--- src/rtl/tsg_pkg.sv ---
package tsg_pkg;

  typedef enum logic [1:0] {
    MD_COLOUR = 2'b00,
    MD_MONO   = 2'b01,
    MD_FAST   = 2'b10,
    MD_MAX    = 2'b11
  } mode_e;

  // Edge positions counted from the sync edge
  parameter int unsigned VS_EDGE    = 1;
  parameter int unsigned RS_DEFAULT = 4;
  parameter int unsigned CL_LEAD    = 1;
  parameter int unsigned FAST_RS    = 2;
  parameter int unsigned SEQ_LEN    = 6;

endpackage

--- src/rtl/tsg_rst_sync.sv ---
module tsg_rst_sync #(
  parameter int unsigned STAGES = 2
) (
  input  logic clk,
  input  logic rst_n,
  output logic rst_sync_n
);

  logic [STAGES-1:0] sync_q;

  always_ff @(posedge clk or negedge rst_n) begin
    if (!rst_n) sync_q <= '0;
    else        sync_q <= {sync_q[STAGES-2:0], 1'b1};
  end

  assign rst_sync_n = sync_q[STAGES-1];

endmodule

--- src/rtl/tsg_phase.sv ---
module tsg_phase #(
  parameter int unsigned CNT_W = 4,
  localparam int unsigned EW = CNT_W + 1
) (
  input  logic          clk,
  input  logic          rst_n,
  input  logic          sync_i,
  input  logic          clamp_req_i,
  output logic [EW-1:0] edge_o,
  output logic          armed_o,
  output logic          clamp_pend_o
);

  localparam logic [CNT_W-1:0] CNT_MAX = {CNT_W{1'b1}};

  logic [CNT_W-1:0] cnt_q, cnt_d;
  logic             armed_q, armed_d;
  logic             clreq_q, clreq_d;

  // Index of the edge about to happen, counted from the last sync edge.
  // It is kept wide enough that a saturated count never matches a position.
  assign edge_o       = {1'b0, cnt_q} + EW'(1);
  assign armed_o      = armed_q;
  assign clamp_pend_o = clreq_q;

  always_comb begin
    cnt_d   = cnt_q;
    armed_d = armed_q;
    clreq_d = clreq_q;
    if (sync_i) begin
      cnt_d   = '0;           // restart on every sync
      armed_d = 1'b1;
      clreq_d = clamp_req_i;  // request taken on the sync edge
    end else if (cnt_q != CNT_MAX) begin
      cnt_d = cnt_q + CNT_W'(1);
    end
  end

  always_ff @(posedge clk or negedge rst_n) begin
    if (!rst_n) begin
      cnt_q   <= CNT_MAX;
      armed_q <= 1'b0;
      clreq_q <= 1'b0;
    end else begin
      cnt_q   <= cnt_d;
      armed_q <= armed_d;
      clreq_q <= clreq_d;
    end
  end

endmodule

--- src/rtl/tsg_strobe_dec.sv ---
module tsg_strobe_dec
  import tsg_pkg::*;
#(
  parameter int unsigned CNT_W = 4,
  localparam int unsigned EW = CNT_W + 1
) (
  input  logic          clk,
  input  logic          rst_n,
  input  logic [EW-1:0] edge_i,
  input  logic          armed_i,
  input  logic          clamp_pend_i,
  input  mode_e         mode_i,
  input  logic          cds_en_i,
  input  logic [1:0]    rs_pos_i,
  output logic          vs_o,
  output logic          rs_o,
  output logic          cl_o
);

  logic [EW-1:0] rs_prog, rs_cds, rs_at, cl_at;
  logic          cds_eff;
  logic          vs_d, rs_d, cl_d;
  logic          vs_q, rs_q, cl_q;

  always_comb begin
    cds_eff = cds_en_i && (mode_i != MD_MAX);
    rs_prog = EW'(RS_DEFAULT - 1) + EW'(rs_pos_i);
    unique case (mode_i)
      MD_FAST: begin
        rs_cds = EW'(FAST_RS);
        cl_at  = EW'(FAST_RS - CL_LEAD);
      end
      MD_MAX: begin
        rs_cds = EW'(VS_EDGE);
        cl_at  = EW'(VS_EDGE);
      end
      default: begin
        rs_cds = rs_prog;
        cl_at  = rs_prog - EW'(CL_LEAD);
      end
    endcase
    rs_at = cds_eff ? rs_cds : EW'(VS_EDGE);
    vs_d  = armed_i && (edge_i == EW'(VS_EDGE));
    rs_d  = armed_i && (edge_i == rs_at);
    cl_d  = armed_i && clamp_pend_i && (edge_i == cl_at);
  end

  always_ff @(posedge clk or negedge rst_n) begin
    if (!rst_n) begin
      vs_q <= 1'b0;
      rs_q <= 1'b0;
      cl_q <= 1'b0;
    end else begin
      vs_q <= vs_d;
      rs_q <= rs_d;
      cl_q <= cl_d;
    end
  end

  assign vs_o = vs_q;
  assign rs_o = rs_q;
  assign cl_o = cl_q;

endmodule

--- src/rtl/tsg_chan_seq.sv ---
module tsg_chan_seq
  import tsg_pkg::*;
#(
  parameter int unsigned CNT_W = 4,
  parameter int unsigned N_CH  = 3,
  localparam int unsigned EW   = CNT_W + 1,
  localparam int unsigned SEL_W = $clog2(N_CH)
) (
  input  logic             clk,
  input  logic             rst_n,
  input  logic [EW-1:0]    edge_i,
  input  logic             armed_i,
  input  mode_e            mode_i,
  input  logic [SEL_W-1:0] mono_sel_i,
  output logic [N_CH-1:0]  mux_sel_o,
  output logic [SEL_W:0]   cc_o
);

  logic [EW-1:0]    step;
  logic [SEL_W-1:0] ch_idx;
  logic             rd_bit;
  logic             upd;
  logic [N_CH-1:0]  mux_d, mux_q;
  logic [SEL_W:0]   cc_d, cc_q;

  always_comb begin
    step = edge_i - EW'(1);
    upd  = armed_i && (edge_i >= EW'(1)) && (edge_i <= EW'(SEQ_LEN));
    if (mode_i == MD_COLOUR) begin
      ch_idx = SEL_W'(step >> 1);
    end else if (32'(mono_sel_i) >= N_CH) begin
      ch_idx = '0;                                           // reserved -> red
    end else begin
      ch_idx = mono_sel_i;
    end
    rd_bit = (mode_i == MD_COLOUR || mode_i == MD_MONO) ? step[0] : 1'b0;
  end

  for (genvar g = 0; g < N_CH; g++) begin : g_onehot
    assign mux_d[g] = upd ? (32'(ch_idx) == g) : mux_q[g];
  end

  assign cc_d = upd ? {ch_idx, rd_bit} : cc_q;

  always_ff @(posedge clk or negedge rst_n) begin
    if (!rst_n) begin
      mux_q <= '0;
      cc_q  <= '0;
    end else begin
      mux_q <= mux_d;
      cc_q  <= cc_d;
    end
  end

  assign mux_sel_o = mux_q;
  assign cc_o      = cc_q;

endmodule

--- src/rtl/tsg_timing_gen.sv ---
module tsg_timing_gen
  import tsg_pkg::*;
#(
  parameter int unsigned CNT_W     = 4,
  parameter int unsigned RST_STAGE = 2
) (
  input  logic       clk,
  input  logic       rst_n,
  input  logic       sync_i,
  input  logic       clamp_req_i,
  input  logic [1:0] mode_i,
  input  logic       cds_en_i,
  input  logic [1:0] rs_pos_i,
  input  logic [1:0] mono_sel_i,
  output logic       vs_strb_o,
  output logic       rs_strb_o,
  output logic       clamp_o,
  output logic [2:0] mux_sel_o,
  output logic [2:0] cc_o
);

  localparam int unsigned EW = CNT_W + 1;

  logic          rst_int_n;
  logic [EW-1:0] edge_idx;
  logic          armed;
  logic          clamp_pend;
  mode_e         mode;

  assign mode = mode_e'(mode_i);

  tsg_rst_sync #(.STAGES(RST_STAGE)) u_rst (
    .clk        (clk),
    .rst_n      (rst_n),
    .rst_sync_n (rst_int_n)
  );

  tsg_phase #(.CNT_W(CNT_W)) u_phase (
    .clk          (clk),
    .rst_n        (rst_int_n),
    .sync_i       (sync_i),
    .clamp_req_i  (clamp_req_i),
    .edge_o       (edge_idx),
    .armed_o      (armed),
    .clamp_pend_o (clamp_pend)
  );

  tsg_strobe_dec #(.CNT_W(CNT_W)) u_dec (
    .clk          (clk),
    .rst_n        (rst_int_n),
    .edge_i       (edge_idx),
    .armed_i      (armed),
    .clamp_pend_i (clamp_pend),
    .mode_i       (mode),
    .cds_en_i     (cds_en_i),
    .rs_pos_i     (rs_pos_i),
    .vs_o         (vs_strb_o),
    .rs_o         (rs_strb_o),
    .cl_o         (clamp_o)
  );

  tsg_chan_seq #(.CNT_W(CNT_W), .N_CH(3)) u_seq (
    .clk        (clk),
    .rst_n      (rst_int_n),
    .edge_i     (edge_idx),
    .armed_i    (armed),
    .mode_i     (mode),
    .mono_sel_i (mono_sel_i),
    .mux_sel_o  (mux_sel_o),
    .cc_o       (cc_o)
  );

endmodule

--- config.mk ---
export PLATFORM = sky130hd
export DESIGN_NAME = tsg_timing_gen
export DESIGN_NICKNAME = d
export VERILOG_FILES = /design/src/rtl/tsg_pkg.sv /design/src/rtl/tsg_rst_sync.sv /design/src/rtl/tsg_phase.sv /design/src/rtl/tsg_strobe_dec.sv /design/src/rtl/tsg_chan_seq.sv /design/src/rtl/tsg_timing_gen.sv
export SDC_FILE = /design/constraint.sdc
export NUM_CORES = 1
export LEC_CHECK = 0
export ABC_AREA = 1
export BUFFER_PORTS_ARGS = -buffer_cell sky130_fd_sc_hd__buf_4
export CORE_MARGIN = 5
export CORE_UTILIZATION = 41
export CTS_BUF_LIST = sky130_fd_sc_hd__clkbuf_2
export DETAILED_ROUTE_END_ITERATION = 8
export SYNTH_ARGS = -nofsm -noshare
export SYNTH_HDL_FRONTEND = slang
export SYNTH_HIERARCHICAL = 1
export SYNTH_SLANG_ARGS = --single-unit
--- constraint.sdc ---
create_clock -name clk -period 1.49 [get_ports clk]
set_input_delay 0.0745 -clock clk [delete_from_list [all_inputs] [get_ports clk]]
set_output_delay 0.0745 -clock clk [all_outputs]
set_load 0.005 [all_outputs]
==> results of run 1 <==
==> stage by stage <==
stage | hold slack (ns) | utilization, % | power [mW] | instances | cell area [um2]
CTS | 0.0460 | 56.8 | 1.22 | 223 | 1530
detailed placement | -0.141 | 51.9 | 0.964 | 212 | 1400
finish | 0.0663 | 58.2 | 1.23 | 224 | 1560
floorplan | -0.221 | - | 0.791 | 152 | 1140
global route | 0.0377 | 58.2 | 1.33 | 224 | 1560
global placement | -0.143 | 51.9 | 0.957 | 212 | 1400
==> logic make-up (layout without fill, tap and decap cells) <==
group,after synthesis,in the layout
DFF,17,17
and+or+nand+nor,93,93
AOI/OAI and AO/OA,8,8
buffers and inverters,26,67
xor gates and xnor gates,1,1
other,1,1
adders and majority gates,6,6
==> state kept, by name, summed over array words and instances (netlist names) <==
signal,cells
u_phase/armed_o,1
u_phase/cnt_q,4
u_dec/cl_o,1
u_phase/clamp_pend_o,1
u_dec/vs_o,1
u_dec/rs_o,1
u_seq/cc_o,3
u_seq/mux_sel_o,3
u_rst/sync_q,2
==> layout by cell type, fill, tap and decap left out <==
cell and n:
inv_2 7, nand3_1 16, buf_6 1, nand2_4 1, clkbuf_2 3, conb_1 1, nor4_4 1, buf_4 33
nand3_2 3, a21oi_2 2, dlygate4sd3_1 3, inv_6 1, or2_1 1, inv_4 2, nand2_2 10, nand4_1 3
xnor2_4 1, nor2_2 4, nor2_1 5, o21ai_0 2, nand2_1 44, dfrtp_1 13, ha_1 4, clkinv_2 1
and2_4 1, ha_4 2, or2_2 1, o21ai_2 3, dfstp_2 4, o21ai_1 1, nor2_4 3, inv_1 16
==> layer usage <==
| metal | GRT usage [%] | wire (um) | vias to the layer above |
|---|---|---|---|
| li1 | - | - | 551 |
| met1 | 16.3 | 1140 | 466 |
| met2 | 23.6 | 1280 | 20 |
| met3 | 1.80 | 85 | 2 |
| met4 | 5.69 | 21 | 0 |
| met5 | 0 | 0 | - |
==> power breakdown <==
part           internal, mW  switching (mW)
sequential            0.519          0.0407
combinational         0.230           0.232
clock                0.0608           0.152
total                 0.810           0.424
==> timing repair <==
item                                    in CTS  in global routing
hold buffers                                 3                  0
resized for setup                           16                  8
setup buffers                                4                  2
endpoints found under the hold margin        6                  0
pin swaps                                   10                  8
endpoints found under the setup margin       9                  9
==> layout make-up <==
class                      count  area (um2)  area share, %
sequential                    17         430           27.5
clock inverter                 1        5.00          0.320
clock buffer                   3        15.0          0.960
tap                           31        38.8           2.48
multi-input combinational    109         678           43.4
timing repair buffer          37         289           18.5
inverter                      26         108           6.88
==> final timing paths <==
| path | to | slack (ns) | cells after the start | startpoint |
|---|---|---|---|---|
| min | u_rst/sync_q[0]$_DFF_PN0_ | 0.07 | 2 | rst_n |
| max in group asynchronous | u_dec/cl_o$_DFF_PN0_ | 0.81 | 0 | u_rst/sync_q[1]$_DFF_PN0_ |
| min reg2reg | u_dec/rs_o$_DFF_PN0_ | 0.27 | 0 | u_rst/sync_q[1]$_DFF_PN0_ |
| min in group clk | u_seq/cc_o[0]$_DFFE_PN0P_ | 0.07 | 4 | mode_i[1] |
| max reg2reg | u_seq/mux_sel_o[1]$_DFFE_PN0P_ | -0.17 | 9 | u_phase/cnt_q[0]$_DFFE_PN1P_ |
| max | u_seq/mux_sel_o[1]$_DFFE_PN0P_ | -0.17 | 9 | u_phase/cnt_q[0]$_DFFE_PN1P_ |
==> flow_metrics.env, run 1 <==
export IMPL_status="finished, violations left"
export IMPL_violations="setup timing"
export IMPL_drtAntennaViolNets=0
export IMPL_criticalPathCategory="reg -> reg"
export IMPL_drc=0
export IMPL_cp_slowest_cell="dfstp_2"
export IMPL_vias=1039
export IMPL_cts_htree_levels=1
export IMPL_synthMuxAreaShare_pct=0
export IMPL_synth_top_family_by_area="simple AND/OR/NAND/NOR gates"
export IMPL_yosysWarnings=6
export IMPL_fin_skew_ns=0.00128
export IMPL_hold_viol=0
export IMPL_p_leak_nw=0.827
export IMPL_yosys_area_share_xor_xnor_pct=0.784
export IMPL_grt_pass1_vias=1024
export IMPL_clkSinkCount=17
export IMPL_synth_top_area_share_pct=29.1
export IMPL_setup_tns_ns=-1.17
export IMPL_synthTopCellsByArea="dfrtp_1 (29%), nand2_1 (16%), dfstp_2 (9.4%)"
export IMPL_final_max_slew_viol_count=0
export IMPL_synth_common_cells="nand2_1 (47), inv_1 (22), nand3_1 (18)"
export IMPL_initial_core_util_pct=41.6
export IMPL_grt_overflow_total=0
export IMPL_io_pins=20
export IMPL_synth_ff_type="dfrtp_1"
export IMPL_gp_congestion=0.837
export IMPL_max_freq_mhz=601
export IMPL_cp_data_required_time_ns=1.70
export IMPL_post_drt_wl_per_cell_um=11.3
export IMPL_synth_compound_area_share_pct=4.59
export IMPL_nets=211
export IMPL_place_ws_ns=-0.218
export IMPL_slew_headroom_pct=57.3
export IMPL_die_x_um=62.2
export IMPL_grtUsageTotal_pct=13.5
export IMPL_max_cap_viol_count=0
export IMPL_n_fill_cell=256
export IMPL_clockBufferDepth=2
export IMPL_synth_top_cell_by_area="dfrtp_1"
export IMPL_cts_root_buf="clkbuf_2"
export IMPL_antenna_found_initial=0
export IMPL_path_cells="ha_4, xnor2_4, inv_2, nand3_2, nand3_2, nor2_4, inv_6, nand2_1, nand2_1"
export IMPL_timing_critical_path_buf_inv=2
export IMPL_dr_pass1_iters=4
export IMPL_arrival_ns=1.87
export IMPL_rows=19
export IMPL_cts_made_buffers=3
export IMPL_ir_drop_mv=0.645
export IMPL_grt_pass1_wl_um=4320
export IMPL_wl_um=2530
export IMPL_critPathCaptureType="register"
export IMPL_synth_fa_ha_area_share_pct=6.72
export IMPL_die_area_mm2=0.00387
export IMPL_syn_nets=169
export IMPL_fin_crit_ns=1.66
export IMPL_crit_family="flip-flops"
export IMPL_async_flop_share_pct=100
export IMPL_start_kind="register"
export IMPL_die_h_um=62.2
export IMPL_ys_ff_latch=17
export IMPL_syn_area_mm2=0.00112
export IMPL_area_delta_synth_final_pct=40.0
export IMPL_tritoncts="done"
export IMPL_insertion_delay_ns=0.29
export IMPL_fin_ws_ns=-0.173
export IMPL_hold_class="in -> async"
export IMPL_first_iter_violations=24
export IMPL_power_density_mw_per_mm2=789
export IMPL_avgSynthCellArea_um2=7.35
export IMPL_cpPeakStageDelay_ns=0.63
export IMPL_synthDistinctLibCells=27
export IMPL_setup_viol=9
export IMPL_synth_simple_area_share_pct=39.6
export IMPL_tightest_slew_ns=0.640
export IMPL_antenna_cells=0
export IMPL_path_clk_slew_ns=0.17
export IMPL_post_dp_hpwl_um=1910
export IMPL_cp_max_fo=7
export IMPL_numPortBuffers=19
export IMPL_synth_most_common_cell="nand2_1"
export IMPL_synth_edf_count=0
export IMPL_rsz0062_at_grt="true"
export IMPL_yosysSeqAreaShare_pct=38.5
export IMPL_finalCritPeriodShare_pct=112
export IMPL_synth_cells=152
export IMPL_layout_drive_gt1_share_pct=43.5
export IMPL_core_mm2=0.00269
export IMPL_vias_per_cell=4.64
export IMPL_grt_max_degree=16
(Power assumes the default switching activity.)
==> run 2, diff against run 1 <==
- CORE_ASPECT_RATIO: unset -> 1.1
==> flow_metrics.env, run 2 (same netlist as run 1, synthesis figures left out) <==
export IMPL_n_fill_cell=226
export IMPL_reg2reg_depth=9
export IMPL_start_kind="register"
export IMPL_fin_crit_ns=1.65
export IMPL_die_area_mm2=0.00387
export IMPL_rsz0062_at_grt="true"
export IMPL_grt_max_degree=16
export IMPL_whs_ns=0.0635
export IMPL_arrival_ns=1.86
export IMPL_cts_root_buf="clkbuf_2"
export IMPL_drtAntennaViolNets=0
export IMPL_hold_class="in -> reg"
export IMPL_fin_skew_ns=0.000692
export IMPL_antenna_cells=0
export IMPL_layout_drive_gt1_share_pct=45.9
export IMPL_p_leak_nw=0.890
export IMPL_min_from="mode_i[1]"
export IMPL_grt_pass1_vias=1047
export IMPL_final_max_slew_viol_count=0
export IMPL_grt_overflow_total=0
export IMPL_initial_core_util_pct=43.5
export IMPL_nets=214
export IMPL_max_freq_mhz=607
export IMPL_worstSetupStartpoint="u_phase/cnt_q[0]$_DFFE_PN1P_"
export IMPL_place_ws_ns=-0.191
export IMPL_rows=19
export IMPL_criticalPathCategory="reg -> reg"
export IMPL_first_iter_violations=42
export IMPL_clockBufferDepth=2
export IMPL_core_mm2=0.00257
export IMPL_path_cells="ha_4, xnor2_4, inv_2, nand3_2, nand3_2, nor2_4, inv_6, nand2_1, nand2_1"
export IMPL_hold_viol=0
export IMPL_post_dp_hpwl_um=1880
export IMPL_largest_reg_flops=4
export IMPL_post_drt_wl_per_cell_um=11.6
export IMPL_top_register="u_phase/cnt_q"
export IMPL_finalCritPeriodShare_pct=111
export IMPL_status="finished, violations left"
export IMPL_wl_um=2640
export IMPL_insertion_delay_ns=0.29
export IMPL_tritoncts="done"
export IMPL_cpPeakStageDelay_ns=0.62
export IMPL_cts_htree_levels=1
export IMPL_hold_depth=4
export IMPL_r2r_setup_slack_ns=-0.16
export IMPL_die_h_um=64.8
export IMPL_final_cell_mix="nand2_1 (42), buf_4 (32), inv_1 (17)"
export IMPL_die_x_um=59.8
export IMPL_clkSinkCount=17
export IMPL_grt_pass1_wl_um=4530
export IMPL_antenna_found_initial=0
export IMPL_layout_commonest_cell="nand2_1"
export IMPL_tightest_slew_ns=0.663
export IMPL_cts_made_buffers=3
export IMPL_reg2reg_to="u_seq/mux_sel_o[0]$_DFFE_PN0P_"
export IMPL_io_pins=20
export IMPL_gp_congestion=0.812
export IMPL_critPathCaptureType="register"
export IMPL_drc=0
export IMPL_path_clk_slew_ns=0.17
export IMPL_fin_ws_ns=-0.157
export IMPL_r2r_start="u_phase/cnt_q[0]$_DFFE_PN1P_"
export IMPL_placed_cell_area_mm2=0.00140
export IMPL_power_total_mw=1.27
export IMPL_cp_slowest_cell="dfstp_2"
export IMPL_dr_pass1_iters=4
export IMPL_final_core_util_pct=63.6
export IMPL_max_cap_viol_count=0
export IMPL_cp_data_required_time_ns=1.70
export IMPL_numPortBuffers=19
export IMPL_vias_per_cell=4.69
export IMPL_slew_headroom_pct=55.8
export IMPL_grtUsageTotal_pct=14.9
export IMPL_vias=1065
export IMPL_hold_end="u_seq/cc_o[0]$_DFFE_PN0P_"
export IMPL_violations="setup timing"
export IMPL_cp_max_fo=7
export IMPL_setup_viol=10
export IMPL_ir_drop_mv=0.500
export IMPL_power_density_mw_per_mm2=775
export IMPL_area_delta_synth_final_pct=46.1
export IMPL_finish_instance_area_mm2=0.00163
run 2: changes by cell type in the layout (fill, tap and decap cells not counted), sizes merged:
cell    delta
buf        +3
clkbuf     +1
clkinv     -1
run 2: worst max-delay path, delay by kind of cell (launching register included):
kind	cells	cell delay (ns)
xor+xnor	1	0.13
fa+ha+maj	1	0.18
buf+inv	2	0.15
flops	1	0.62
simple gates	5	0.48
run 2: timing repair:
action                                 4_1_cts  5_1_grt
endpoints found under the hold margin        6        0
setup buffers                                5        3
hold buffers                                 3        0
gates resized for setup                     22       15
pin swaps                                   13        9
setup endpoints to repair                    9       11
run 2: power by group:
group,internal (mW),total (mW),leakage [nW],switching (mW)
Combinational,0.241,0.485,0.672,0.243
Sequential,0.519,0.560,0.201,0.0404
Clock,0.0712,0.221,0.0166,0.150
run 2: area by class of cell:
type / count / area (um2) / area share, %
timing repair buffer: 40 / 327 / 20.0
clock buffer: 4 / 20.0 / 1.23
tap: 31 / 38.8 / 2.38
multi-input combinational: 109 / 709 / 43.4
sequential: 17 / 430 / 26.4
inverter: 26 / 108 / 6.59
run 2: worst max path at each step:
stage | end | slack (ns) | cells past startpoint
detailed placement | u_seq/cc_o[2]$_DFFE_PN0P_ | -0.19 | 9
floorplan | u_seq/cc_o[2]$_DFFE_PN0P_ | -0.08 | 8
finish | u_seq/mux_sel_o[0]$_DFFE_PN0P_ | -0.16 | 9
global route | u_seq/mux_sel_o[0]$_DFFE_PN0P_ | -0.25 | 9
global placement | u_seq/cc_o[2]$_DFFE_PN0P_ | -0.17 | 9
CTS | u_seq/cc_o[1]$_DFFE_PN0P_ | -0.16 | 9
run 2: through the flow:
stage                     instances  setup TNS [ns]
after floorplan                 152          -0.488
after global placement          213           -1.15
after detailed placement        213           -1.31
after CTS                       225          -0.982
after global routing            227           -2.15
final                           227           -1.05
run 2: per-layer routing:
layer | GRT usage [%] | up-vias | wire length, um
met5 | 0 | - | 0
met4 | 5.54 | 0 | 19
met3 | 1.39 | 2 | 46
met2 | 25.9 | 10 | 1440
met1 | 18.5 | 494 | 1140
li1 | - | 559 | -
==> run 3, diff against run 2 <==
==> constraint.sdc (replaced) <==
create_clock -name clk -period 1.8 [get_ports clk]
set_input_delay 0.27 -clock clk [delete_from_list [all_inputs] [get_ports clk]]
set_output_delay 0.27 -clock clk [all_outputs]
set_load 0.005 [all_outputs]
==> flow_metrics.env, run 3 (same netlist as run 1, synthesis figures left out) <==
export IMPL_vias=1028
export IMPL_ir_drop_mv=0.451
export IMPL_grt_pass1_wl_um=4330
export IMPL_largest_reg_flops=4
export IMPL_grt_pass1_vias=1043
export IMPL_power_internal_uw=639
export IMPL_layout_commonest_cell="nand2_1"
export IMPL_critPathCaptureType="register"
export IMPL_wl_met1_um=1020
export IMPL_power_frac_clock_pct=18.2
export IMPL_grt_overflow_total=0
export IMPL_switchingPower_uw=333
export IMPL_path_clk_slew_ns=0.17
export IMPL_n_fill_cell=255
export IMPL_fin_skew_ns=0.00683
export IMPL_drtAntennaViolNets=0
export IMPL_drc=0
export IMPL_power_frac_seq_pct=47.4
export IMPL_insertion_delay_ns=0.30
export IMPL_hold_class="in -> reg"
export IMPL_finalCritPeriodShare_pct=97.4
export IMPL_io_pins=20
export IMPL_hold_viol=0
export IMPL_tritoncts="done"
export IMPL_clockBufferDepth=2
export IMPL_first_iter_violations=25
export IMPL_cts_htree_levels=1
export IMPL_core_mm2=0.00257
export IMPL_rsz0062_at_grt="true"
export IMPL_antenna_found_initial=0
export IMPL_arrival_ns=1.97
export IMPL_area_delta_synth_final_pct=27.1
export IMPL_initial_core_util_pct=43.5
export IMPL_grtUsageTotal_pct=14.4
export IMPL_gp_congestion=0.825
export IMPL_clkSinkCount=17
export IMPL_power_frac_comb_pct=34.4
export IMPL_final_cell_mix="nand2_1 (45), buf_4 (24), inv_1 (19)"
export IMPL_multi_input_area_um2=609
export IMPL_final_max_slew_viol_count=0
export IMPL_whs_ns=0.0876
export IMPL_die_h_um=64.8
export IMPL_post_drt_wl_per_cell_um=11.4
export IMPL_die_x_um=59.8
export IMPL_criticalPathCategory="reg -> reg"
export IMPL_status="finished clean"
export IMPL_grt_max_degree=16
export IMPL_antenna_cells=0
export IMPL_slew_headroom_pct=58.1
export IMPL_setup_viol=0
export IMPL_sw_frac_of_total_pct=34.3
export IMPL_vias_per_cell=4.80
export IMPL_rows=19
export IMPL_post_dp_hpwl_um=1870
export IMPL_cp_data_required_time_ns=2.01
export IMPL_cp_max_fo=7
export IMPL_tightest_slew_ns=0.629
export IMPL_cts_root_buf="clkbuf_2"
export IMPL_dr_pass1_iters=4
export IMPL_numPortBuffers=19
export IMPL_seq_area_um2=430
export IMPL_final_core_util_pct=55.3
export IMPL_start_kind="register"
export IMPL_top_register="u_phase/cnt_q"
export IMPL_max_freq_mhz=570
export IMPL_cts_made_buffers=3
export IMPL_wl_um=2440
export IMPL_die_area_mm2=0.00387
export IMPL_highest_layer="met4"
export IMPL_routed_wl_met3_um=90
export IMPL_r2r_setup_slack_ns=0.05
export IMPL_fin_crit_ns=1.75
export IMPL_layout_drive_gt1_share_pct=35.5
export IMPL_nets=201
export IMPL_power_density_mw_per_mm2=685
export IMPL_p_leak_nw=0.768
export IMPL_max_cap_viol_count=0
export IMPL_wl_met2_um=1310
==> run 3: changes by cell type in the layout (fill, tap and decap cells not counted), moves of 3 or more <==
cell     previous run  this run
nand2_1            42        45
buf_4              32        24
buf_6               5         2
nand2_4             4         1
==> run 3: critical path, cell delays in order (launching register included) <==
cell,delay (ns)
dfstp_2,0.61
buf_6,0.12
nand4_1,0.12
and2_4,0.18
nor2_1,0.13
nand3_2,0.12
nor2_4,0.21
inv_6,0.06
nand2_1,0.06
nand2_1,0.05
==> run 3: layout make-up <==
cell class / instances / area share [%]
Multi-Input combinational cell: 109 / 42.9
Inverter: 26 / 7.67
Clock buffer: 3 / 1.06
Timing Repair Buffer: 27 / 15.0
Sequential cell: 17 / 30.3
Clock inverter: 1 / 0.352
Tap cell: 31 / 2.73
==> run 3: power by group through the flow <==
stage / registers, mW / logic, mW / clock network, mW
final: 0.461 / 0.335 / 0.177
after global routing: 0.468 / 0.380 / 0.205
after CTS: 0.458 / 0.321 / 0.188
after global placement: 0.465 / 0.301 / 0
after detailed placement: 0.467 / 0.306 / 0
after floorplan: 0.466 / 0.179 / 0
==> run 3: stage by stage <==
step	setup slack [ns]	power [mW]	std cells	instance area [um2]	setup TNS, ns
final	0.0462	0.972	214	1420	0
after detailed placement	0.0224	0.774	205	1320	0
after CTS	0.0118	0.968	213	1380	0
after global routing	-0.0941	1.05	214	1420	-0.521
after floorplan	0.0954	0.645	152	1120	0
after global placement	0.0358	0.765	205	1320	0
==> run 3: repair_timing <==
action                                  in CTS  in global routing
gates resized for setup                      1                 12
endpoints found under the setup margin       6                  9
hold buffers                                 1                  0
hold endpoints to repair                     2                  0
setup buffers                                3                  1
pin swaps                                    1                  1
==> run 3: path summary, 6_finish.rpt <==
kind	start	endpoint	cells past startpoint
setup / recovery	u_phase/cnt_q[0]$_DFFE_PN1P_	u_seq/mux_sel_o[1]$_DFFE_PN0P_	9
hold / removal	sync_i	u_phase/cnt_q[1]$_DFFE_PN1P_	2
setup reg to reg	u_phase/cnt_q[0]$_DFFE_PN1P_	u_seq/mux_sel_o[1]$_DFFE_PN0P_	9
hold reg to reg	u_rst/sync_q[1]$_DFF_PN0_	u_seq/cc_o[1]$_DFFE_PN0P_	0
max in group asynchronous	u_rst/sync_q[1]$_DFF_PN0_	u_dec/vs_o$_DFF_PN0_	0
min in group asynchronous	rst_n	u_rst/sync_q[0]$_DFF_PN0_	2
==> run 3: metal layers <==
| layer | global-route usage (%) | up-vias |
|---|---|---|
| met5 | 0 | - |
| met4 | 7.48 | 0 |
| met3 | 1.19 | 2 |
| met2 | 24.9 | 16 |
| met1 | 17.2 | 477 |
| li1 | - | 533 |
